**src/rtl/rtc_irq_pkg.sv**
```systemverilog
package rtc_irq_pkg;
  localparam int NSRC     = 3;   // periodic, alarm, update
  localparam int SRC_UPD  = 0;
  localparam int SRC_ALM  = 1;
  localparam int SRC_PER  = 2;
  localparam int FLAG_LSB = 4;   // sources occupy bits 4..6 of both registers
  localparam int SUM_BIT  = 7;

  localparam logic [1:0] ADR_RATE = 2'd0;
  localparam logic [1:0] ADR_CTRL = 2'd1;
  localparam logic [1:0] ADR_STAT = 2'd2;
endpackage

```
**src/rtl/rtc_rate_div.sv**
```systemverilog
module rtc_rate_div #(
  parameter int RATE_W = 4
) (
  input  logic              clk,
  input  logic              rst,
  input  logic              ref_tick,
  input  logic [RATE_W-1:0] rate,
  input  logic              rate_wr,
  output logic              per_evt
);
  localparam int CNT_W = (1 << RATE_W) - 2;

  logic [CNT_W-1:0] cnt;
  logic [CNT_W-1:0] mask;

  always_comb begin
    if (rate == '0) mask = '0;
    else            mask = ~({CNT_W{1'b1}} << (rate - 1'b1));
  end

  assign per_evt = ref_tick && (rate != '0) && ((cnt & mask) == mask);

  always_ff @(posedge clk) begin
    if (rst || rate_wr) cnt <= '0;
    else if (ref_tick)  cnt <= cnt + 1'b1;
  end

  // a rate slower than one per reference pulse never yields back-to-back events
  a_r7_event_spacing: assert property (@(posedge clk) disable iff (rst)
    (per_evt && rate > 1 && !rate_wr) |=> !per_evt);
endmodule

```
**src/rtl/rtc_flag_bank.sv**
```systemverilog
module rtc_flag_bank #(
  parameter int NSRC = 3
) (
  input  logic            clk,
  input  logic            rst,
  input  logic [NSRC-1:0] evt,
  input  logic [NSRC-1:0] en_next,
  input  logic            rd_clr,
  output logic [NSRC-1:0] flags,
  output logic            summary
);
  logic [NSRC-1:0] flags_nxt;

  for (genvar i = 0; i < NSRC; i++) begin : g_flag
    assign flags_nxt[i] = (flags[i] & ~rd_clr) | evt[i];
    always_ff @(posedge clk) begin
      if (rst) flags[i] <= 1'b0;
      else     flags[i] <= flags_nxt[i];
    end
  end

  always_ff @(posedge clk) begin
    if (rst) summary <= 1'b0;
    else     summary <= |(flags_nxt & en_next);
  end

  // every pulsed source shows its flag one cycle later
  a_r3_event_latches: assert property (@(posedge clk) disable iff (rst)
    (|evt) |=> ((flags & $past(evt)) == $past(evt)));
  // a read with no coincident event leaves nothing pending
  a_r5_read_clears: assert property (@(posedge clk) disable iff (rst)
    (rd_clr && evt == '0) |=> (flags == '0 && !summary));
  // an event that meets a read survives it
  a_r6_collision_kept: assert property (@(posedge clk) disable iff (rst)
    (rd_clr && (|evt)) |=> (flags == $past(evt)));
endmodule

```
**src/rtl/rtc_irq_ctrl.sv**
```systemverilog
module rtc_irq_ctrl #(
  parameter int RATE_W     = 4,
  parameter int RATE_RESET = 6
) (
  input  logic       clk,
  input  logic       rst,
  input  logic [1:0] addr,
  input  logic       wr_en,
  input  logic [7:0] wr_data,
  input  logic       rd_en,
  output logic [7:0] rd_data,
  input  logic       ref_tick,
  input  logic       alarm_evt,
  input  logic       update_evt,
  output logic       irq
);
  import rtc_irq_pkg::*;

  logic [RATE_W-1:0] rate_q;
  logic [NSRC-1:0]   en_q, en_nxt;
  logic [NSRC-1:0]   flags, evt;
  logic              summary, per_evt;
  logic              rate_wr, ctrl_wr, stat_rd;
  logic [7:0]        rd_mux;
  logic              unused_wr_bit;

  assign unused_wr_bit = wr_data[SUM_BIT];

  assign rate_wr = wr_en && (addr == ADR_RATE);
  assign ctrl_wr = wr_en && (addr == ADR_CTRL);
  assign stat_rd = rd_en && (addr == ADR_STAT);
  assign en_nxt  = ctrl_wr ? wr_data[FLAG_LSB +: NSRC] : en_q;

  always_ff @(posedge clk) begin
    if (rst) begin
      rate_q <= RATE_W'(RATE_RESET);
      en_q   <= '0;
    end else begin
      if (rate_wr) rate_q <= wr_data[RATE_W-1:0];
      en_q <= en_nxt;
    end
  end

  rtc_rate_div #(.RATE_W(RATE_W)) u_div (
    .clk(clk), .rst(rst), .ref_tick(ref_tick),
    .rate(rate_q), .rate_wr(rate_wr), .per_evt(per_evt)
  );

  always_comb begin
    evt = '0;
    evt[SRC_PER] = per_evt;
    evt[SRC_ALM] = alarm_evt;
    evt[SRC_UPD] = update_evt;
  end

  rtc_flag_bank #(.NSRC(NSRC)) u_flags (
    .clk(clk), .rst(rst), .evt(evt), .en_next(en_nxt),
    .rd_clr(stat_rd), .flags(flags), .summary(summary)
  );

  always_comb begin
    rd_mux = '0;
    case (addr)
      ADR_RATE: rd_mux[RATE_W-1:0] = rate_q;
      ADR_CTRL: rd_mux[FLAG_LSB +: NSRC] = en_q;
      ADR_STAT: begin
        rd_mux[FLAG_LSB +: NSRC] = flags;
        rd_mux[SUM_BIT]          = summary;
      end
      default: rd_mux = '0;
    endcase
  end

  always_ff @(posedge clk) begin
    if (rst)        rd_data <= '0;
    else if (rd_en) rd_data <= rd_mux;
  end

  assign irq = summary;

  // with every enable clear the line stays low
  a_r4_irq_masked: assert property (@(posedge clk) disable iff (rst)
    (en_q == '0) |-> !irq);
  // a raised line always has an enabled pending flag behind it
  a_r4_irq_cause: assert property (@(posedge clk) disable iff (rst)
    irq |-> ((flags & en_q) != '0));
  // a status write without events or reads changes no flag
  a_r9_stat_write_ignored: assert property (@(posedge clk) disable iff (rst)
    (wr_en && addr == ADR_STAT && !rd_en && evt == '0) |=> $stable(flags));
endmodule

```
**config.mk**
```make
export PLATFORM = sky130hd
export DESIGN_NAME = rtc_irq_ctrl
export DESIGN_NICKNAME = d
export VERILOG_FILES = /design/src/rtl/rtc_irq_pkg.sv /design/src/rtl/rtc_rate_div.sv /design/src/rtl/rtc_flag_bank.sv /design/src/rtl/rtc_irq_ctrl.sv
export SDC_FILE = /design/constraint.sdc
export NUM_CORES = 1
export LEC_CHECK = 0
export BUFFER_PORTS_ARGS = -buffer_cell sky130_fd_sc_hd__buf_2
export CAP_MARGIN = 20
export CORE_MARGIN = 2
export CORE_UTILIZATION = 59
export CTS_CLUSTER_SIZE = 30
export DETAILED_ROUTE_END_ITERATION = 10
export PLACE_DENSITY = 0.83
export SLEW_MARGIN = 20
export SYNTH_ARGS = -nofsm -noshare
export SYNTH_HDL_FRONTEND = slang
export SYNTH_SLANG_ARGS = --single-unit
```
**constraint.sdc**
```tcl
create_clock -name clk -period 3.3 [get_ports clk]
set_input_delay 0.825 -clock clk [delete_from_list [all_inputs] [get_ports clk]]
set_output_delay 0.825 -clock clk [all_outputs]
set_load 0.005 [all_outputs]
```
* Yosys cells after proc, flatten, opt, wreduce, memory -nomap -nowiden
Index checks and enable logic that the tools add are counted.
Word-level totals: register bits 33, output and inout bits 9, logic and storage cells 39
Operators by class: $add $sub $neg 2, eq/ne operators 3, shift-type cells 1, multiplexer cells 5, bitwise operators 10, reduce and logical (&&, ||, !) cells 10
Operators with widths (count):
- 14-bit by 1-bit adder with 14-bit output, second input constant | 1
- 14-bit AND | 1
- 14-bit equality test | 1
- 14-bit two-way mux | 1
- 14-bit NOT | 1
- 14-bit by 4-bit left shift with 14-bit output, first input constant | 1
- 3-bit case mux with 2 select lines | 1
- 1-bit logical AND | 5
- 4-bit zero test | 1
- 4-bit two-way mux | 1
- 4-bit nonzero test | 1
- 4-bit by 1-bit subtractor with 4-bit output, second input constant | 1
- 1-bit AND | 3
- 3-bit AND | 1
- 3-bit two-way mux | 1
- 1-bit bitwise OR | 3
- 3-bit OR reduction | 1
- 2-bit by 1-bit equality test with 1-bit output, second input constant | 1
- 2-bit equality test, second input constant | 1
- 2-bit zero test | 1
- 1-bit logical OR | 1
- 1-bit two-way mux | 1
- 1-bit NOT | 1

* Logic depth before layout (Yosys ltp)
Gate-level depths: netlist of run 1.
depth in word-level cells 10, depth in mapped cells 9, depth with buffers taken out 9

* Modules after synthesis
From an unflattened synthesis of run 1, not the netlist that was laid out.
Second synthesis, totals: cell total of the unflattened synthesis 191, area, all modules 1676.6 sq um
By module, submodules not included:
- rtc_rate_div | times used 1, cells an instance 103, area each 840.8 sq um, sequential area each 280.3 sq um
- rtc_irq_ctrl | times used 1, cells an instance 75, area each 690.7 sq um, sequential area each 300.3 sq um
- rtc_flag_bank | times used 1, cells an instance 13, area each 145.1 sq um, sequential area each 80.1 sq um

* Worst setup path before layout of run 1
No wires, ideal clock.
path type input port to flip-flop, start point input port addr[0], end point register u_div.cnt[0], data arrival time 1.896 ns, slack 1.277 ns, cell stages on the path 7, path buffers 2, cells stage by stage inv_1 > ha_1 > clkbuf_1 > nand2_1 > nand2_1 > clkbuf_1 > nor2_1
Between the ends: word-level cells in the longest chain between the ends 3
RTL lines:
- start: declaration | RTL line rtc_irq_ctrl.sv:7 | input logic [1:0] addr,
- 2-bit zero test | RTL line rtc_irq_ctrl.sv:29 | assign rate_wr = wr_en && (addr == ADR_RATE);
- 1-bit logical AND | RTL line rtc_irq_ctrl.sv:29
- 1-bit logical OR | RTL line rtc_rate_div.sv:24 | if (rst || rate_wr) cnt <= '0;
- end signal: assignment | RTL line rtc_rate_div.sv:25 | else if (ref_tick) cnt <= cnt + 1'b1;
- end: declaration | RTL line rtc_rate_div.sv:13 | logic [CNT_W-1:0] cnt;
No other way between the ends. A chain may end at the register's enable or synchronous reset.

* Worst setup path after layout of run 1
start point register rate_q[0], end point register u_flags.flags[2]
Between the ends: word-level cells in the longest chain between the ends 8, elaborated cells between the ends (all ways) 11, classes of those cells add/sub: 1; eq/ne: 1; shift: 1; mux: 1; bitwise: 3; reduce/logical: 4
RTL lines:
- start: declaration | RTL line rtc_irq_ctrl.sv:19 | logic [RATE_W-1:0] rate_q;
- start signal: assignment | RTL line rtc_irq_ctrl.sv:36 | rate_q <= RATE_W'(RATE_RESET);
- start signal: assignment | RTL line rtc_irq_ctrl.sv:39 | if (rate_wr) rate_q <= wr_data[RATE_W-1:0];
- 4-bit by 1-bit subtractor with 4-bit output | RTL line rtc_rate_div.sv:18 | else mask = ~({CNT_W{1'b1}} << (rate - 1'b1));
- 14-bit by 4-bit left shift with 14-bit output | RTL line rtc_rate_div.sv:18
- 14-bit NOT | RTL line rtc_rate_div.sv:18
- 14-bit two-way mux | RTL line rtc_rate_div.sv:17 | if (rate == '0) mask = '0;
- 14-bit AND | RTL line rtc_rate_div.sv:21 | assign per_evt = ref_tick && (rate != '0) && ((cnt & mask) == mask);
- 14-bit equality test | RTL line rtc_rate_div.sv:21
- 1-bit logical AND (*) | RTL line rtc_rate_div.sv:21
- 1-bit bitwise OR (*) | RTL line rtc_flag_bank.sv:15 | assign flags_nxt[i] = (flags[i] & ~rd_clr) | evt[i];
- end signal: indexed assignment | RTL line rtc_flag_bank.sv:18 | else flags[i] <= flags_nxt[i];
- end: declaration | RTL line rtc_flag_bank.sv:9 | output logic [NSRC-1:0] flags,
Every way passes the cells marked *; elsewhere a longest branch is shown, timed or not.

==> flow_summary.json, run 1 <==
{
  "synth_fp_nets": 213,
  "worstPathRequired_ns": 3.56,
  "area_growth_pct": 13.1,
  "crit_type": "register to register",
  "drt_iter0_drc": 33,
  "cts.clk_slew.worst_paths_ns": 0.10,
  "fin_util_pct": 70.9,
  "tightest_slew_ns": 0.449,
  "finalMaxSlewViolations": 0,
  "avgSynthCellArea_um2": 8.33,
  "clkSinkCount": 33,
  "finalSetupViolCount": 0,
  "grt_pass1_vias": 1324,
  "yosysSeqAreaShare_pct": 42.2,
  "cts-htree-levels": 2,
  "rsz0062_at_grt": "no",
  "cts-hold-fix-buffers": 0,
  "fin_nets": 238,
  "pwr_density_cell_nw_per_um2": 418,
  "fin_skew_ns": 0.0115,
  "yosysWarnings": 0,
  "worst_setup_path_end_kind": "register",
  "wl_per_cell_um": 13.1,
  "track_usage_pct": 22.6,
  "drive_gt1_share_pct": 15.9,
  "finalSetupTns_ns": 0,
  "port_buffers": 24,
  "vdd_drop_max_uv": 334,
  "die_area_um2": 3080,
  "cts_buffers": 5,
  "ant_nets": 0,
  "ys.flop_type": "dfxtp_1",
  "slowest_delay_ns": 0.41,
  "drt_first_pass_iters": 4,
  "final-hold-violation-count": 0,
  "cp-start-kind": "register",
  "core_um2": 2500,
  "clock_latency_ns": 0.34,
  "p_leak_nw": 0.757,
  "synth_area_leaders": "dfxtp_1 (42%), ha_1 (6.4%), a21oi_1 (6.1%)",
  "die_x_um": 55.5,
  "synth_edf_count": 0,
  "status": "finished, final reports clean",
  "wl_mm": 3.20,
  "hold_class": "register to register",
  "grt_max_degree": 19,
  "via_per_inst": 5.75,
  "cts_tree": "done",
  "crit_chain": "inv_1 -> ha_1 -> inv_1 -> ha_1 -> nor2b_1 -> a21oi_1 -> or3_1 -> o31ai_1",
  "cp_slowest_cell": "dfxtp_1",
  "grt_pass1_wl_mm": 5.58,
  "netlist_instances": 188,
  "synth_top_area_share_pct": 42.2,
  "cp.arrival_ns": 2.28,
  "syn-cell-area_um2": 1570,
  "start_util_pct": 62.7,
  "antennaDiodeCount": 0,
  "synth.largest_area_cell": "dfxtp_1",
  "rows": 18,
  "clk_path_buf_depth": 2,
  "maxCapViolCount": 0,
  "finalCriticalPeriod_ns": 2.01,
  "vias": 1403,
  "post-route-period-util_pct": 61.0,
  "synth_cell_types": 31,
  "timing.fmax_ghz": 0.496,
  "cp_max_fo": 6,
  "drc_errors": 0,
  "place_congestion": 0.805,
  "max_slew_margin_pct": 70.0,
  "antenna_found_initial": 0,
  "die_y_um": 55.5,
  "async_flop_share_pct": 0,
  "overflow": 0,
  "root_buffer": "clkbuf_4",
  "cts_setup_buffers": 0,
  "dp_hpwl_mm": 2.42,
  "io_pins": 26,
  "ys_ff_latch": 33,
  "cts_resized": 0
}
==> cells in the final DEF, fill, tap and decap left out, types with 2 or more instances in the layout <==
master	count
dfxtp_1	33
buf_2	24
nand2_1	21
a21oi_1	19
nand3_1	19
nor2_1	17
inv_1	10
nand2b_1	8
ha_1	8
xor2_1	7
o21ai_0	5
or3_1	5
clkbuf_4	5
xnor2_1	4
nor3_1	3
a22o_1	3
nor2b_1	2
o22ai_1	2
a211oi_1	2
mux2i_1	2
clkbuf_8	2
==> report_power, final <==
| part | total (mW) | internal (mW) | switching [mW] |
|---|---|---|---|
| Sequential | 0.415 | 0.407 | 0.00757 |
| Clock | 0.259 | 0.123 | 0.136 |
| Combinational | 0.0671 | 0.0277 | 0.0394 |
==> per-stage QoR <==
| stage | hold slack [ns] | instances | setup slack [ns] | power [mW] | instance area, um2 |
|---|---|---|---|---|---|
| final | 0.473 | 244 | 1.29 | 0.741 | 1770 |
| after global routing | 0.504 | 244 | 1.08 | 0.771 | 1770 |
| after CTS | 0.473 | 244 | 1.27 | 0.747 | 1770 |
| after detailed placement | 0.457 | 236 | 1.10 | 0.491 | 1700 |
| after global placement | 0.450 | 236 | 1.14 | 0.486 | 1700 |
| after floorplan | 0.458 | 188 | 1.28 | 0.467 | 1570 |
==> critical path: cells and delay by family, from the launching register on <==
kind / cells / cell delay (ns)
compound gates: 2 / 0.31
flops: 1 / 0.41
simple gates: 2 / 0.58
buf+inv: 2 / 0.14
fa+ha+maj: 2 / 0.50
==> Yosys cell counts (all sizes together) (2+ instances only) <==
| library cell | instances |
|---|---|
| clkbuf | 6 |
| nand3 | 19 |
| dfxtp | 33 |
| o22ai | 2 |
| nand4 | 2 |
| ha | 8 |
| nor2b | 2 |
| nand2 | 21 |
| a21oi | 19 |
| xnor2 | 4 |
| xor2 | 7 |
| nor3 | 3 |
| inv | 10 |
| mux2i | 2 |
| nand2b | 8 |
| o21ai | 5 |
| nor2 | 17 |
| a211oi | 2 |
| or3 | 5 |
| a22o | 3 |
==> logic make-up (layout without fill, tap and decap cells) <==
kind of cell | count (synthesis) | count (layout) | synth area share, %
buffers and inverters | 16 | 42 | 3.83
AND/OR/NAND/NOR | 81 | 81 | 25.9
AO/OA/AOI/OAI | 37 | 37 | 14.3
multiplexers | 2 | 2 | 1.28
flip-flops | 33 | 33 | 42.2
XOR/XNOR | 11 | 11 | 6.15
adder cells (fa/ha/maj) | 8 | 8 | 6.39
==> state kept, by name, summed over array words and instances (netlist names) <==
name	count
u_flags.flags	3
u_div.cnt	14
u_flags.summary	1
en_q	3
rd_data	8
rate_q	4
==> path summary, 6_finish.rpt <==
check	start	end	slack, ns	depth (start not counted)
worst min register to register	rd_data[7]	rd_data[7]	0.47	2
worst max register to register	rate_q[0]	u_flags.flags[2]	1.29	8
worst max-delay path	rate_q[0]	u_flags.flags[2]	1.29	8
worst min-delay path	rd_data[7]	rd_data[7]	0.47	2
==> final cells by class <==
| type | count | area, um2 |
|---|---|---|
| clock inverter | 1 | 5.00 |
| multi-input combinational | 139 | 846 |
| inverter | 10 | 37.5 |
| timing repair buffer | 24 | 120 |
| tap | 30 | 37.5 |
| sequential | 33 | 661 |
| fill | 200 | 728 |
| clock buffer | 7 | 65.1 |
==> layer usage <==
layer | wire length [um] | GRT usage, % | vias up
li1 | - | - | 702
met1 | 1360 | 28.4 | 651
met2 | 1600 | 37.1 | 45
met3 | 200 | 5.15 | 5
met4 | 40 | 9.76 | 0
met5 | 0 | 0 | -
(Power assumes the default switching activity.)
==> inputs of run 2 (changes only) <==
Settings changed: CORE_UTILIZATION 59 to 55, PLACE_DENSITY 0.83 to 0.78.
Clock period 3.3 ns to 1.95 ns, I/O delays scaled along.
==> flow_summary.json, run 2 (synthesis gave the netlist of run 1 again) <==
{
  "status": "finished, final reports clean",
  "overflow": 0,
  "die_area_um2": 3290,
  "drt_iter0_drc": 38,
  "clkSinkCount": 33,
  "grt_max_degree": 19,
  "finalSetupViolCount": 0,
  "drc_errors": 0,
  "crit_chain": "inv_1 -> ha_2 -> inv_1 -> ha_2 -> nor2b_2 -> a21oi_1 -> or3_1 -> o31ai_1",
  "slowest_delay_ns": 0.34,
  "worst_setup_path_end_kind": "register",
  "cts_tree": "done",
  "cts.clk_slew.worst_paths_ns": 0.10,
  "finalMaxSlewViolations": 0,
  "max_slew_margin_pct": 72.6,
  "fin_nets": 245,
  "drt_first_pass_iters": 4,
  "ant_nets": 0,
  "cp_max_fo": 6,
  "io_pins": 26,
  "die_x_um": 57.4,
  "cp-start-kind": "register",
  "crit_buf_inv": 2,
  "final-hold-violation-count": 0,
  "cp.arrival_ns": 2.08,
  "reg.largest.list": "u_div.cnt (14), rd_data (8), rate_q (4)",
  "r2r_cells": 8,
  "drive_gt1_share_pct": 20.8,
  "timing.fmax_ghz": 0.549,
  "cp_slowest_cell": "dfxtp_1",
  "pwr_density_cell_nw_per_um2": 731,
  "root_buffer": "clkbuf_4",
  "cts-htree-levels": 2,
  "final_common_cell": "dfxtp_1",
  "tightest_slew_ns": 0.408,
  "start_util_pct": 57.3,
  "wl_mm": 3.25,
  "area_growth_pct": 18.9,
  "grt_pass1_vias": 1302,
  "track_usage_pct": 21.6,
  "port_buffers": 24,
  "hold_class": "primary input to register",
  "vdd_drop_max_uv": 790,
  "antennaDiodeCount": 0,
  "finalSetupTns_ns": 0,
  "vias": 1402,
  "finalCriticalPeriod_ns": 1.82,
  "grt_pass1_wl_mm": 5.52,
  "core_um2": 2730,
  "worstPathRequired_ns": 2.21,
  "layout_common_cells": "dfxtp_1 (32), buf_2 (24), nand2_1 (21), a21oi_1 (19), nand3_1 (19)",
  "clock_latency_ns": 0.34,
  "regMostFlops": "u_div.cnt",
  "path_delay_family": "adder cells",
  "cts_buffers": 5,
  "die_y_um": 57.4,
  "largest_register_ff_count": 14,
  "clk_path_buf_depth": 2,
  "fin_util_pct": 68.1,
  "hold-path-cell-count": 3,
  "via_per_inst": 5.56,
  "wl_per_cell_um": 12.9,
  "p_leak_nw": 0.797,
  "post-route-period-util_pct": 93.5,
  "dp_hpwl_mm": 2.52,
  "fin_hold_ws_ns": 0.380,
  "crit_cells": 8,
  "place_congestion": 0.847,
  "total_power_mw": 1.36,
  "maxCapViolCount": 0,
  "antenna_found_initial": 0,
  "rsz0062_at_grt": "no",
  "crit_type": "register to register",
  "nFillCells": 223,
  "rows": 19,
  "fin_skew_ns": 0.0139
}
-- run 2: final cells by class --
type / count / area, um2 / area share [%]
clock inverters: 1 / 30.0 / 1.61
flip-flops and latches: 33 / 662 / 35.6
multi-input cells: 139 / 866 / 46.5
well taps: 31 / 38.8 / 2.08
repair buffers: 31 / 173 / 9.27
clock buffers: 7 / 55.1 / 2.96
inverters: 10 / 37.5 / 2.02
-- run 2: metrics by stage --
stage | worst slack, ns | std cells | cell area, um2
final | 0.128 | 252 | 1860
after global routing | 0.00120 | 252 | 1860
after CTS | 0.0257 | 252 | 1840
after detailed placement | 0.00330 | 244 | 1760
after global placement | 0.100 | 244 | 1760
after floorplan | 0.120 | 188 | 1570
-- run 2: repair_timing --
item / CTS / global route
setup endpoints to repair: 1 / 2
gates resized for setup: 1 / 5
setup buffers: 0 / 0
pin swaps: 0 / 1
hold buffers: 0 / 0
-- run 2: where the power goes --
part / total, mW / leakage, nW / internal, mW / switching, mW
logic: 0.128 / 0.483 / 0.0566 / 0.0717
clock network: 0.532 / 0.0455 / 0.306 / 0.225
registers: 0.702 / 0.268 / 0.690 / 0.0122
-- run 2: metal layers --
layer | wire, um | track usage (%)
met5 | 0 | 0
met4 | 43 | 7.64
met3 | 200 | 7.71
met2 | 1520 | 35.4
met1 | 1490 | 26.1
-- run 2: final timing paths --
kind,start,end,slack [ns]
min reg2reg,rd_data[3],rd_data[3],0.47
max,rate_q[1],u_flags.flags[2],0.13
max reg2reg,rate_q[1],u_flags.flags[2],0.13
min,update_evt,u_flags.flags[0],0.38
-- run 2: tightest hold or removal path, stage by stage --
cell,delay (ns)
buf_2,0.08
a21oi_1,0.05
nor2_1,0.07
